--- src/rtl/ll_tx_pkg.sv ---
package ll_tx_pkg;
  typedef enum logic [1:0] {
    ST_IDLE = 2'd0,
    ST_HDR  = 2'd1,
    ST_PAY  = 2'd2,
    ST_FTR  = 2'd3
  } tx_state_e;
endpackage

--- src/rtl/ll_tx_len_calc.sv ---
module ll_tx_len_calc #(
  parameter int LEN_W  = 16,
  parameter int LANES  = 4,
  parameter int LG     = $clog2(LANES),
  parameter int WCNT_W = LEN_W - LG + 1
) (
  input  logic [LEN_W-1:0]  len,
  output logic [WCNT_W-1:0] words,
  output logic [0:LANES-1]  tail_mask,
  output logic              is_zero
);
  logic [LEN_W:0] sum;
  logic [LG-1:0]  tail;
  logic [LG:0]    vcnt;

  assign sum     = {1'b0, len} + (LEN_W+1)'(LANES - 1);
  assign words   = WCNT_W'(sum >> LG);
  assign tail    = len[LG-1:0];
  assign vcnt    = (tail == '0) ? (LG+1)'(LANES) : {1'b0, tail};
  assign is_zero = (len == '0);

  // lane k is unused when its index reaches the count of valid bytes
  for (genvar k = 0; k < LANES; k++) begin : g_lane
    assign tail_mask[k] = ((LG+1)'(k) >= vcnt);
  end
endmodule

--- src/rtl/ll_tx_hdr_sel.sv ---
module ll_tx_hdr_sel #(
  parameter int DATA_W = 32,
  parameter int N      = 5,
  parameter int IDX_W  = $clog2(N + 1)
) (
  input  logic [N*DATA_W-1:0] words,
  input  logic [IDX_W-1:0]    idx,
  output logic [DATA_W-1:0]   word
);
  logic [DATA_W-1:0] slot [N];

  for (genvar g = 0; g < N; g++) begin : g_slot
    assign slot[g] = words[g*DATA_W +: DATA_W];
  end

  always_comb begin
    word = '0;
    for (int i = 0; i < N; i++) begin
      if (idx == IDX_W'(i)) word = slot[i];
    end
  end
endmodule

--- src/rtl/ll_tx_framer.sv ---
module ll_tx_framer
  import ll_tx_pkg::*;
#(
  parameter int DATA_W = 32,
  parameter int APP_N  = 5,
  parameter int LEN_W  = 16
) (
  input  logic                    clk,
  input  logic                    rst_n,
  input  logic                    req_valid,
  output logic                    req_ready,
  input  logic [APP_N*DATA_W-1:0] req_app,
  input  logic [LEN_W-1:0]        req_len,
  output logic                    req_err,
  input  logic                    pl_valid,
  output logic                    pl_ready,
  input  logic [DATA_W-1:0]       pl_data,
  output logic [DATA_W-1:0]       ll_data,
  output logic [0:DATA_W/8-1]     ll_rem,
  output logic                    ll_sof_n,
  output logic                    ll_sop_n,
  output logic                    ll_eop_n,
  output logic                    ll_eof_n,
  output logic                    ll_src_rdy_n,
  input  logic                    ll_dst_rdy_n
);
  localparam int LANES  = DATA_W / 8;
  localparam int LG     = $clog2(LANES);
  localparam int WCNT_W = LEN_W - LG + 1;
  localparam int IDX_W  = $clog2(APP_N + 1);

  // reset: asserted at once, released on a clock edge
  logic [1:0] rst_sync_q;
  logic       rst_int_n;
  always_ff @(posedge clk or negedge rst_n) begin
    if (!rst_n) rst_sync_q <= 2'b00;
    else        rst_sync_q <= {rst_sync_q[0], 1'b1};
  end
  assign rst_int_n = rst_sync_q[1];

  tx_state_e                 state_q, state_d;
  logic [IDX_W-1:0]          idx_q, idx_d;
  logic [WCNT_W-1:0]         wleft_q, wleft_d;
  logic                      first_q, first_d;
  logic [0:LANES-1]          mask_q;
  logic [APP_N*DATA_W-1:0]   app_q;
  logic                      err_q, err_d;
  logic                      load_en;

  logic [WCNT_W-1:0]         req_words;
  logic [0:LANES-1]          req_mask;
  logic                      req_zero;
  logic [DATA_W-1:0]         hdr_word;
  logic                      xfer;
  logic                      last_word;

  ll_tx_len_calc #(.LEN_W(LEN_W), .LANES(LANES)) u_len (
    .len       (req_len),
    .words     (req_words),
    .tail_mask (req_mask),
    .is_zero   (req_zero)
  );

  ll_tx_hdr_sel #(.DATA_W(DATA_W), .N(APP_N)) u_hdr (
    .words (app_q),
    .idx   (idx_q),
    .word  (hdr_word)
  );

  assign req_ready = (state_q == ST_IDLE);
  assign req_err   = err_q;
  assign last_word = (wleft_q == WCNT_W'(1));
  assign xfer      = !ll_src_rdy_n && !ll_dst_rdy_n;
  assign pl_ready  = (state_q == ST_PAY) && !ll_dst_rdy_n;

  // beat outputs
  always_comb begin
    ll_data      = '0;
    ll_rem       = '0;
    ll_sof_n     = 1'b1;
    ll_sop_n     = 1'b1;
    ll_eop_n     = 1'b1;
    ll_eof_n     = 1'b1;
    ll_src_rdy_n = 1'b1;
    unique case (state_q)
      ST_HDR: begin
        ll_data      = hdr_word;
        ll_src_rdy_n = 1'b0;
        ll_sof_n     = (idx_q != '0);
      end
      ST_PAY: begin
        ll_data      = pl_data;
        ll_src_rdy_n = !pl_valid;
        ll_sop_n     = !first_q;
        ll_eop_n     = !last_word;
        ll_rem       = last_word ? mask_q : '0;
      end
      ST_FTR: begin
        ll_src_rdy_n = 1'b0;
        ll_eof_n     = 1'b0;
      end
      default: ;
    endcase
  end

  // next state
  always_comb begin
    state_d = state_q;
    idx_d   = idx_q;
    wleft_d = wleft_q;
    first_d = first_q;
    err_d   = 1'b0;
    load_en = 1'b0;
    unique case (state_q)
      ST_IDLE: begin
        if (req_valid) begin
          if (req_zero) begin
            err_d = 1'b1;
          end else begin
            load_en = 1'b1;
            state_d = ST_HDR;
            idx_d   = '0;
            wleft_d = req_words;
            first_d = 1'b1;
          end
        end
      end
      ST_HDR: begin
        if (xfer) begin
          if (idx_q == IDX_W'(APP_N - 1)) state_d = ST_PAY;
          else                            idx_d   = idx_q + 1'b1;
        end
      end
      ST_PAY: begin
        if (xfer) begin
          first_d = 1'b0;
          wleft_d = wleft_q - 1'b1;
          if (last_word) state_d = ST_FTR;
        end
      end
      ST_FTR: begin
        if (xfer) state_d = ST_IDLE;
      end
      default: state_d = ST_IDLE;
    endcase
  end

  // registers
  always_ff @(posedge clk or negedge rst_int_n) begin
    if (!rst_int_n) begin
      state_q <= ST_IDLE;
      idx_q   <= '0;
      wleft_q <= '0;
      first_q <= 1'b0;
      err_q   <= 1'b0;
    end else begin
      state_q <= state_d;
      idx_q   <= idx_d;
      wleft_q <= wleft_d;
      first_q <= first_d;
      err_q   <= err_d;
    end
  end

  always_ff @(posedge clk or negedge rst_int_n) begin
    if (!rst_int_n) begin
      app_q  <= '0;
      mask_q <= '0;
    end else if (load_en) begin
      app_q  <= req_app;
      mask_q <= req_mask;
    end
  end
endmodule

--- config.mk ---
export PLATFORM = sky130hd
export DESIGN_NAME = ll_tx_framer
export DESIGN_NICKNAME = d
export VERILOG_FILES = /design/src/rtl/ll_tx_pkg.sv /design/src/rtl/ll_tx_len_calc.sv /design/src/rtl/ll_tx_hdr_sel.sv /design/src/rtl/ll_tx_framer.sv
export SDC_FILE = /design/constraint.sdc
export NUM_CORES = 1
export LEC_CHECK = 0
export BUFFER_PORTS_ARGS = -buffer_cell sky130_fd_sc_hd__buf_2
export CAP_MARGIN = 15
export CORE_MARGIN = 4
export CORE_UTILIZATION = 58
export DETAILED_ROUTE_END_ITERATION = 6
export PLACE_DENSITY = 0.88
export SLEW_MARGIN = 20
export SYNTH_ARGS = -nofsm -noshare
export SYNTH_HDL_FRONTEND = slang
export SYNTH_HIERARCHICAL = 1
export SYNTH_SLANG_ARGS = --single-unit
--- constraint.sdc ---
create_clock -name clk -period 13.1 [get_ports clk]
set_input_delay 1.31 -clock clk [delete_from_list [all_inputs] [get_ports clk]]
set_output_delay 1.31 -clock clk [all_outputs]
set_load 0.03 [all_outputs]
==> out/results.txt, run 1 <==
For the worst setup path, the data arrival time is 3.18 ns. The clock passes through at most 2 buffers. The required time reported for the critical path endpoint is 11.79 ns, and the H-tree depth reported by CTS is 4. After detailed routing, the average wire length per cell comes to 20.1 µm.

For this design, the CTS-stage hold fixing added 0 buffers. The run gives 92 as the largest net degree at the start of global routing. The floorplan step set the die height to 138 µm. The first global-routing pass estimated 41500 µm of wire.

The setup path with the least slack is of type reg2out. The clock-pin slew on the worst setup and hold paths was 0.07 ns. The total count of hold-check failures in the final report is 0. The kind of end point of the critical path was a primary output.

Counting every sink on the clock net gives 188. Traced cell by cell, the critical path runs through buf_4, nor3b_2, a32oi_1, a31oi_1, a22oi_1, nor2b_1, buf_2. The run gives 1083 as the net count of the mapped netlist. The final setup TNS was 0 ns; the number of maximum-capacitance constraint violations was 0. After legalization and detailed placement, the total HPWL measured 18300 µm.

The area growth from synthesis to final layout is 19.9%. The path class of the tightest hold or removal check is reg2async. For this block, the routed nets add up to 26400 µm of wire. The worst setup slack after placement is 8.38 ns. The synthesis-stage register bit count works out to 188.

Setup repair after global routing left no endpoint under its margin. The number of global-route vias before repair is 8021. TritonCTS built the clock tree. Final count of pins violating max slew: 0.

In the synthesized netlist the dominant register cell turns out to be dfrtp_1. Once the floorplan was initialized, standard cells occupied 59.4% of the core. The setup slack on the worst flop-to-flop path is 9.80 ns, and the iteration-0 DRC count of the detailed router is 466. The standby leakage power was 5.40 nW. The smallest clock period supported by the final layout is computed as 4.49 ns. The slew of the pin with the lowest slew margin was 1.11 ns; the worst relative slew slack was 25.7%. After global routing the overflow that remains totals 0. Horizontal die dimension: 138 µm. Hold timing on the final database bottoms out at a slack of 0.300 ns.

For the routability congestion estimate, the log shows 0.959. Together, buffers and inverters on the worst path number 2. For this run, the detailed router's first-pass iteration total came to 5. The count of mapped cells out of synthesis is 857.

The synthesized netlist occupies a cell area of 9850 µm². The number of flops mapped to enable cells by yosys was 0; the clock insertion delay at the later pin of the skew report was 0.42 ns. In this design, the stage delay of the slowest critical-path cell is 0.98 ns. The Yosys step of the flow raised 6 warnings. Share of post-route cells with drive strength above 1: 46.8%. The clock tree skew after final layout was 0.00833 ns. The final setup violation count was 0. The tools report the final design utilization as 71.2%.

Maximum VDD drop: 0.142 mV. The count of buffers added on input and output ports is 256. At the end of the flow, the number of nets in the layout was 1306. The tools report the number of buffers inserted by post-CTS setup repair as 0.

Leaving out fill and tap cells, the most frequent cells in the layout are buf_2, mux2_2, dfrtp_1. Derived from the worst setup path, the maximum achievable clock frequency is 223 MHz. Library cell contributing the largest single delay on the critical path: nor3b_2. The run gives 11800 µm² as the summed area of non-filler cells in the final layout.

The total via count after detailed routing was 7872; the share of the clock period used by the worst path was 34.3%. During I/O placement, the number of pins put on the boundary was 257. Once detail routing completed, the nets flagged for antenna violations numbered 0.

Summing all placed instances gives a cell area of 11200 µm². Along the worst path, the maximum fanout reaches 40. Gates resized during post-CTS repair numbered 0. The async set or reset register ratio after synthesis was 100%. Power spread over the standard cell area amounts to 245 nW/µm². The library cell used most frequently in the layout, excluding fill and tap cells, is buf_2. Initial antenna violation count: 5.

The finished layout holds 1317 standard cells, fillers aside. For this run, the total global-route usage over all layers was measured as 26.9%. Dividing the detail-routed via count by the number of cells gives 5.98.

The logs give 65 for the number of distinct library cell variants in the gate-level netlist after synthesis and 0 for the remaining routing DRC violations. Post-layout total power: 2.90 mW. The root buffer selected by CTS is clkbuf_16.

The area of the die came out at 19100 µm². The kind of launch point of the worst setup path is a flip-flop. The standard-cell row count came out at 47. In this run the standard cell core region covers 16600 µm². The flow ran to the end, and the final reports show no timing, DRC or antenna violations. Sequential cells were found to cover 47.8% of the synthesized design area.

Setup slack closes at 8.61 ns. The clock buffer count from CTS is 17. The mean post-synth cell area is 11.5 µm². For the cell total after placement, the log shows 1280.

The kind of cell with the highest combined delay along the critical path is simple AND/OR/NAND/NOR gates.
-- cell usage after synthesis (7+ instances only) --
cell type,count,area share [%]
mux2_2,196,22
nor2b_1,37,2.4
a32oi_1,32,2.8
a22oi_1,33,2.5
buf_1,7,0.27
ha_1,13,1.7
inv_1,14,0.53
nand4_1,7,0.44
clkbuf_1,18,0.69
nor2_1,50,1.9
o21ai_0,21,1.1
xnor2_1,10,0.89
buf_2,29,1.5
nand2_1,47,1.8
dfrtp_1,188,48
a31oi_1,32,2.0
nand3_1,8,0.41
nor3_1,10,0.51
a21oi_1,8,0.41
-- metal layers --
metal,track usage (%),up-vias,part of all wire (%)
met5,0,-,0.045
met3,5.25,59,6.5
li1,-,3584,-
met2,46.5,319,51
met1,33.4,3908,39
met4,10.6,2,3.1
-- final timing paths --
| path | from | to | cells after the start |
|---|---|---|---|
| setup reg to reg | state_q[0] | wleft_q[13] | 7 |
| setup / recovery | idx_q[1] | ll_data[10] | 7 |
| min in group clk | rst_sync_q[0] | rst_sync_q[1] | 0 |
| hold / removal | rst_sync_q[1] | app_q[18] | 0 |
| max in group asynchronous | rst_sync_q[1] | app_q[98] | 1 |
| hold reg to reg | rst_sync_q[1] | app_q[18] | 0 |
-- cell type report --
cell class / instances / area (µm²)
Clock buffer: 18 / 439
Antenna cell: 4 / 10.0
Sequential cell: 188 / 4710
Clock inverter: 14 / 160
Fill cell: 1196 / 4770
Timing Repair Buffer: 266 / 1380
Tap cell: 220 / 275
Inverter: 14 / 52.6
Multi-Input combinational cell: 593 / 4780
-- cell families (layout without fill, tap and decap cells) --
logic type / count (synthesis) / in the layout / synth area share (%)
simple gates: 208 / 208 / 11.1
mux: 200 / 200 / 22.8
flops: 188 / 188 / 47.8
compound gates: 157 / 157 / 11.5
buf+inv: 76 / 312 / 3.80
xor+xnor: 14 / 14 / 1.25
fa+ha+maj: 13 / 13 / 1.65
other cells: 1 / 5 / 0.0381
-- state kept, by name, summed over array words and instances (netlist names) --
name        flops
req_err         1
state_q         2
app_q         160
first_q         1
idx_q           3
mask_q          4
wleft_q        15
rst_sync_q      2
-- power breakdown --
part / total [mW] / leakage (nW) / switching [mW] / internal [mW]
registers: 1.04 / 2.23 / 0.166 / 0.870
logic: 1.34 / 2.89 / 0.720 / 0.616
clock network: 0.523 / 0.279 / 0.232 / 0.291
Power figures use the tool's default switching activity.
==> run 2, diff against run 1 <==
--- a/config.mk
+++ b/config.mk
@@ -8,9 +8,9 @@
 export BUFFER_PORTS_ARGS = -buffer_cell sky130_fd_sc_hd__buf_2
 export CAP_MARGIN = 15
 export CORE_MARGIN = 4
-export CORE_UTILIZATION = 58
+export CORE_UTILIZATION = 48
 export DETAILED_ROUTE_END_ITERATION = 6
-export PLACE_DENSITY = 0.88
+export PLACE_DENSITY = 0.77
 export SLEW_MARGIN = 20
 export SYNTH_ARGS = -nofsm -noshare
 export SYNTH_HDL_FRONTEND = slang
==> constraint.sdc (replaced) <==
create_clock -name clk -period 3.9 [get_ports clk]
set_input_delay 0.39 -clock clk [delete_from_list [all_inputs] [get_ports clk]]
set_output_delay 0.39 -clock clk [all_outputs]
set_load 0.03 [all_outputs]
==> run 2 against run 1 <==
  * Worst setup slack got worse by 8.1 ns
  * Worst hold slack worse by 0.13 ns
  * Final cell count up 4.6%
  * Count of clock-buffer cells in the layout unchanged
==> out/results.txt, run 2 (synthesis results as in run 1) <==
Total count of hold-check failures in the final report: 0 (unchanged). The tools report the final-layout fill cell count as 1685 (+41%). Leaving out fill and tap cells, the most frequent cell in the layout is buf_2. The run gives 3.00 ns (-0.18 ns) as the arrival time reported for the critical path endpoint.

Traced cell by cell, the critical path runs through or3b_2, buf_4, nor2_1, a31oi_1, a22oi_1, nor2b_1, buf_2. The final setup TNS was 0 ns (unchanged). The vertical die dimension was 151 µm (+9.4%); the total stage count of the critical path was 7 (unchanged). For the area used by multi-input combinational logic, the log shows 4780 µm² (unchanged). The logs give 59.3% (-12 points) for the final design utilization and 1.00 ns (-8.80 ns) for the setup slack on the worst flop-to-flop path. The count of instances resized after the clock tree is built is 0 (unchanged), and the cell total after placement is 1339 (+4.6%). The most critical setup path has its endpoint at ll_data[26]. The largest registers in the layout are app_q x160, wleft_q x15, mask_q x4. TritonCTS built the clock tree. Worst relative slew slack: 36.2% (+10 points). The logs give 0.0229 ns (+0.0146 ns) for the clock tree skew after final layout and 0.880 (-8.2%) for the routability congestion estimate.

The number of flip-flops under the largest register name works out to 160 (unchanged). The min-delay analysis places its worst path in the category in2reg. For the total cell area at the placement stage, the log shows 11300 µm² (+1.5%). The root buffer cell chosen for the clock tree is clkbuf_16. The logs give 4710 µm² (about the same) for the area used by sequential logic in the layout and 0 (unchanged) for the leftover overflow at the end of global routing.

The clock-pin slew on the worst setup and hold paths is 0.09 ns (+0.02 ns). The count of antenna-violating nets left after detailed routing was 0 (unchanged). The run gives 7734 (-1.8%) as the total via count after detailed routing. The logs give 12 (+7) for the initial antenna violation count and 1378 (+4.6%) for the number of standard cells in the final layout excluding fillers. The run gives 93 (+1.1%) as the largest net degree at the start of global routing. The slew of the pin with the lowest slew margin is 0.958 ns (-0.152 ns). The horizontal die dimension works out to 151 µm (+9.4%). The clock buffer count from CTS was 17 (unchanged). The final setup violation count is 0 (unchanged). The post-layout total power is 9.80 mW (+240%). The routed wire length was 27000 µm (+2.0%); the clock insertion delay at the later pin of the skew report was 0.45 ns (+0.03 ns). The tools report the standard-cell row count as 52 (+11%). The run finished with clean final reports.

The launch point of the critical path was idx_q[0]. The remaining routing DRC violations was 0 (unchanged). Compared with the post-synthesis result, the final layout area differs by 21.8%.

The kind of end point of the critical path is a primary output. The detailed-route vias per instance is 5.61 (-6.1%). The iteration-0 DRC count of the detailed router is 380 (-18%). The worst setup path category was reg2out. Global-route wire length before repair: 41900 µm (+0.95%).

The tools report the number of maximum-capacitance constraint violations as 0 (unchanged). The tools report the final net count as 1315 (+0.69%). The library cells used most frequently in the layout, excluding fill and tap cells, are buf_2, mux2_2, dfrtp_1.

The starting density of the core is 48.7% (-11 points). The depth of the worst register-to-register path was 6 (-1). The area of the die is 22900 µm² (+20%). The areal power density over the cells works out to 817 nW/µm² (+230%). For the first-pass detailed-route iteration total, the log shows 7 (+2). The largest stage delay on the critical path is 0.74 ns (-0.24 ns). Share of post-route cells with drive strength above 1: 47.3% (+0.43 points). STA classifies the critical path startpoint as a flip-flop. The summed area of non-filler cells in the final layout came out at 12000 µm² (+1.6%). The final critical path time including I/O delays and setup came out at 3.39 ns. Setup repair after global routing left no endpoint under its margin.

The maximum fanout count along the critical path was 39 (-2.5%). The final routed wire length divided by cell count works out to 19.6 µm (-2.5%). Count of input and output buffers: 256 (unchanged). The run gives 2 (unchanged) as the worst-case clock buffer depth. The tools report the number of buffers inserted by post-CTS setup repair as 0 (unchanged). Dividing the final minimum period by the clock period gives 87.0%. Endpoint of the worst-slack reg-to-reg timing path: wleft_q[13]. The run gives 0.470 mV (+230%) as the maximum VDD drop. Among cell families on the critical path, the largest total delay comes from simple AND/OR/NAND/NOR gates. The worst register-to-register path begins at state_q[0].

The run gives 5.47 nW (+1.4%) as the standby leakage power. The overall track demand over capacity in global routing is 23.7% (-3.2 points). The register with the most flip-flops is app_q.

The run gives 19200 µm (+5.0%) as the total half-perimeter wirelength after legalization and detailed placement. The critical path buffer and inverter count is 2 (unchanged). Number of global-route vias before repair: 7855 (-2.1%).

The number of top-level design ports is 257 (unchanged), and the placeable core region is 20200 µm² (+22%). The library cell contributing the largest single delay on the critical path is dfrtp_2. The achievable clock frequency was 295 MHz; the clock sink count was 188 (unchanged).

The final count of pins violating max slew is 0 (unchanged). The required time reported for the critical path endpoint was 3.51 ns (-8.28 ns). The H-tree depth reported by CTS came out at 4 (unchanged).
-- run 2: cell types whose count changed in the layout (fill, tap and decap cells not counted), moves of 2 or more --
cell        before  now
clkinv_8         0    6
inv_12           0    2
diode_2          4    6
buf_12           0    3
clkinvlp_4       5    0
buf_4            8   15
bufinv_16        2    0
inv_6            3    1
inv_8            2    5
-- run 2: final cells by class --
type | count | share of cell area (%)
Antenna cell | 6 | 0.125
Clock buffer | 18 | 3.66
Clock inverter | 14 | 1.63
Inverter | 14 | 0.438
Multi-Input combinational cell | 593 | 39.9
Sequential cell | 188 | 39.3
Tap cell | 270 | 2.82
Timing Repair Buffer | 275 | 12.2
-- run 2: worst register-to-register path: cells and delay by family (launching register included) --
kind          cells  cell delay [ns]
simple gates      4             1.59
fa+ha+maj         1             0.71
flops             1             0.42
buf+inv           1             0.12
-- run 2: metal layers --
metal	part of all wire (%)	vias to the layer above	global-route usage, %	wire length [µm]
met5	0.27	-	0	72
met4	2.1	12	7.21	561
met3	6.7	49	6.79	1800
met2	50	243	39.5	13400
met1	41	3814	30.1	11100
li1	-	3616	-	-
-- run 2: metrics by stage --
stage | setup WS, ns | hold WS, ns
5_1_grt | 0.204 | 0.146
3_5_place_dp | 0.909 | 0.177
4_1_cts | 0.445 | 0.152
2_1_floorplan | 0.799 | 0.0944
6_report | 0.508 | 0.167
3_3_place_gp | 0.991 | 0.175
-- run 2: worst min path at each step --
stage | from | endpoint | cells after the start | slack [ns]
after floorplan | rst_n | rst_sync_q[0] | 0 | 0.09
after global placement | rst_n | rst_sync_q[0] | 1 | 0.18
after detailed placement | rst_n | rst_sync_q[0] | 1 | 0.18
after CTS | req_app[17] | app_q[17] | 2 | 0.15
after global routing | req_app[142] | app_q[142] | 2 | 0.15
final | req_app[17] | app_q[17] | 2 | 0.17
-- run 2: timing repair --
| item | CTS | global route |
|---|---|---|
| setup endpoints to repair | 0 | 0 |
| endpoints found under the hold margin | 2 | 0 |
| hold buffers | 1 | 0 |
-- run 2: where the power goes --
group | leakage [nW] | switching [mW] | internal, mW
clock network | 0.307 | 0.910 | 0.907
logic | 2.93 | 2.35 | 2.10
registers | 2.23 | 0.610 | 2.92
total | 5.47 | 3.87 | 5.93
==> run 3, diff against run 2 <==
--- a/config.mk
+++ b/config.mk
@@ -5,13 +5,13 @@
 export SDC_FILE = /design/constraint.sdc
 export NUM_CORES = 1
 export LEC_CHECK = 0
-export BUFFER_PORTS_ARGS = -buffer_cell sky130_fd_sc_hd__buf_2
+export BUFFER_PORTS_ARGS = -buffer_cell sky130_fd_sc_hd__buf_4
 export CAP_MARGIN = 15
 export CORE_MARGIN = 4
 export CORE_UTILIZATION = 48
 export DETAILED_ROUTE_END_ITERATION = 6
 export PLACE_DENSITY = 0.77
-export SLEW_MARGIN = 20
+export SLEW_MARGIN = 5
 export SYNTH_ARGS = -nofsm -noshare
 export SYNTH_HDL_FRONTEND = slang
 export SYNTH_HIERARCHICAL = 1
==> constraint.sdc (replaced) <==
create_clock -name clk -period 2.8 [get_ports clk]
set_input_delay 0.28 -clock clk [delete_from_list [all_inputs] [get_ports clk]]
set_output_delay 0.28 -clock clk [all_outputs]
set_load 0.03 [all_outputs]
==> run 3 against run 2 <==
  * Count of clock-buffer cells in the layout stayed put
  * Non-clock buffer count is 17 higher
  * Global-route usage is 0.84 points higher
  * Sequential share of layout area is 2.6 points lower
  * Highest routed layer is now met4
==> out/results.txt, run 3 (synthesis results as in run 1) <==
The tools report the maximum VDD drop as 0.661 mV (+41%). The depth of the worst register-to-register path works out to 7 (+1). The final routed wire length divided by cell count is 20.2 µm (+3.0%), and the number of maximum-capacitance constraint violations is 0 (unchanged).

The tools report the area of the die as 22900 µm² (unchanged). The overall track demand over capacity in global routing was 24.6% (+0.84 points). The worst hold endpoint is app_q[19]. The initial antenna violation count is 0 (-12), and the count of antenna diodes in the layout is 0 (-6). The class of the tightest hold or removal check is in2reg. The area growth from synthesis to final layout was 30.5%; the final count of pins violating max slew was 0 (unchanged). The achievable clock frequency is 371 MHz, and the number of top-level design ports is 257 (unchanged). First-pass detailed-route iteration total: 6 (-1). The clock-pin slew on the worst setup and hold paths is 0.08 ns (about the same), and the starting density of the core is 48.7% (unchanged). The logs give 0.44 ns (about the same) for the clock insertion delay at the later pin of the skew report and 5.79 nW (+5.7%) for the standby leakage power.

Largest stage delay on the critical path: 0.47 ns (-0.27 ns). The remaining routing DRC violations came out at 0 (unchanged). Placeable core region: 20200 µm² (unchanged). The largest net degree at the start of global routing is 79 (-15%), and the count of input and output buffers is 256 (unchanged). Leading cell type in the layout, fill and taps excluded: buf_4. The flow ran to the end, and the final reports show no timing, DRC or antenna violations. The critical path is of the reg2out type.

Source of the worst register-to-register timing path: state_q[0]. The leftover overflow at the end of global routing was 0 (unchanged); the share of post-route cells with drive strength above 1 was 48.0% (+0.71 points). Endpoint of the worst-slack reg-to-reg timing path: wleft_q[14].

In the layout the commonest cells are buf_4, mux2_2, dfrtp_1. For the total half-perimeter wirelength after legalization and detailed placement, the log shows 20300 µm (+5.7%). STA classifies the critical path startpoint as a flip-flop. The register with the most flip-flops is app_q. The final setup violation count came out at 0 (unchanged). Final worst hold slack: 0.0675 ns (-0.0998 ns). Slew of the pin with the lowest slew margin: 0.746 ns (-0.211 ns).

The library cell contributing the largest single delay on the critical path was dfrtp_1. The largest registers in the layout are app_q x160, wleft_q x15, mask_q x4. The total cell area at the placement stage was 12200 µm² (+7.5%); the number of flip-flops under the largest register name was 160 (unchanged).

The count of antenna-violating nets left after detailed routing is 0 (unchanged). For the clock buffer count from CTS, the log shows 17 (unchanged). The critical path buffer and inverter count is 1 (-1). The areal power density over the cells is 1110 nW/µm² (+35%).

The run gives 8166 (+4.0%) as the number of global-route vias before repair. Final setup TNS: 0 ns (unchanged). The maximum fanout count along the critical path is 7 (-82%). The clock sink count came out at 188 (unchanged). The worst relative slew slack is 50.2% (+14 points).

The vertical die dimension is 151 µm (unchanged). STA classifies the critical path endpoint as a primary output. The H-tree depth reported by CTS is 4 (unchanged). Setup repair after global routing left no endpoint under its margin.

The standard-cell row count is 52 (unchanged), and the horizontal die dimension is 151 µm (unchanged). The number of buffers inserted by post-CTS setup repair was 0 (unchanged). The critical path goes through or3_1, nand2b_4, nor3_1, and3_1, buf_4. The total count of hold-check failures in the final report was 0 (unchanged). The clock tree skew after final layout was 0.0159 ns (-0.00708 ns); the depth of the worst hold-timing path was 2 (unchanged). The final critical path time including I/O delays and setup is 2.69 ns, and the total via count after detailed routing is 7897 (+2.1%). The routability congestion estimate came out at 0.894 (+1.6%). The detailed-route vias per instance is 5.69 (+1.3%), and the summed area of non-filler cells in the final layout is 12900 µm² (+7.1%). The tools report the setup slack on the worst flop-to-flop path as 0.41 ns (-0.59 ns). The share of the clock period used by the worst path works out to 96.2%. TritonCTS built the clock tree.

The routed wire length is 28000 µm (+3.8%). The arrival time reported for the critical path endpoint came out at 2.41 ns (-0.59 ns). The tree is rooted in a clkbuf_16. The logs give 2.52 ns (-0.99 ns) for the required time reported for the critical path endpoint and 43300 µm (+3.4%) for the global-route wire length before repair.

The logs give 1332 (+1.3%) for the final net count and 2 (unchanged) for the worst-case clock buffer depth. The launch point of the worst hold path is req_app[19]. The tools report the iteration-0 DRC count of the detailed router as 438 (+15%). Cell family with the largest share of critical-path delay: simple AND/OR/NAND/NOR gates.
==> run 3: cell count changes in the layout (fill, tap and decap cells not counted), moves of 2 or more <==
cell,change
buf_12,+7
a31oi_2,+2
buf_4,+264
buf_2,-256
inv_8,-2
inv_12,-2
diode_2,-6
inv_6,+3
a31oi_1,-2
==> run 3: timing repair <==
action | in CTS | in global routing
setup endpoints to repair | 3 | 4
resized for setup | 3 | 3
pin swaps | 0 | 0
hold buffers | 1 | 0
endpoints found under the hold margin | 2 | 0
==> run 3: stage by stage <==
stage               util [%]  setup WS, ns  instances  total power, mW
global route            63.5        0.0123       1389             15.1
global placement        60.2         0.337       1356             11.4
detailed placement      60.2         0.250       1356             11.7
floorplan                  -         0.468        857             9.47
finish                  63.5         0.105       1389             14.2
CTS                     63.4        0.0666       1389             14.2
==> run 3: power by group <==
part	total (mW)	internal [mW]	switching, mW
Clock	2.51	1.30	1.21
Combinational	6.86	3.40	3.46
Sequential	4.84	4.07	0.765
==> run 3: area by class of cell <==
cell class | count | area [µm²]
flip-flops and latches | 188 | 4710
well taps | 270 | 338
fillers | 1611 | 7380
clock inverters | 14 | 196
repair buffers | 292 | 2330
inverters | 14 | 52.6
clock buffers | 18 | 429
multi-input cells | 593 | 4800
==> run 3: per-layer routing <==
metal,global-route usage (%),share of wire (%),up-vias
met5,0,0,-
met4,8.79,3.3,0
met3,6.85,7.3,54
met2,40.9,49,285
met1,30.6,40,3929
li1,-,-,3629
==> run 3: worst max-delay path by stage <==
stage,start,to,cells past startpoint
final,wleft_q[7],ll_rem[0],5
after global routing,wleft_q[1],ll_rem[0],6
after detailed placement,req_len[0],wleft_q[14],10
after floorplan,req_len[1],wleft_q[11],10
after global placement,req_len[0],wleft_q[14],10
after CTS,idx_q[1],ll_data[31],8
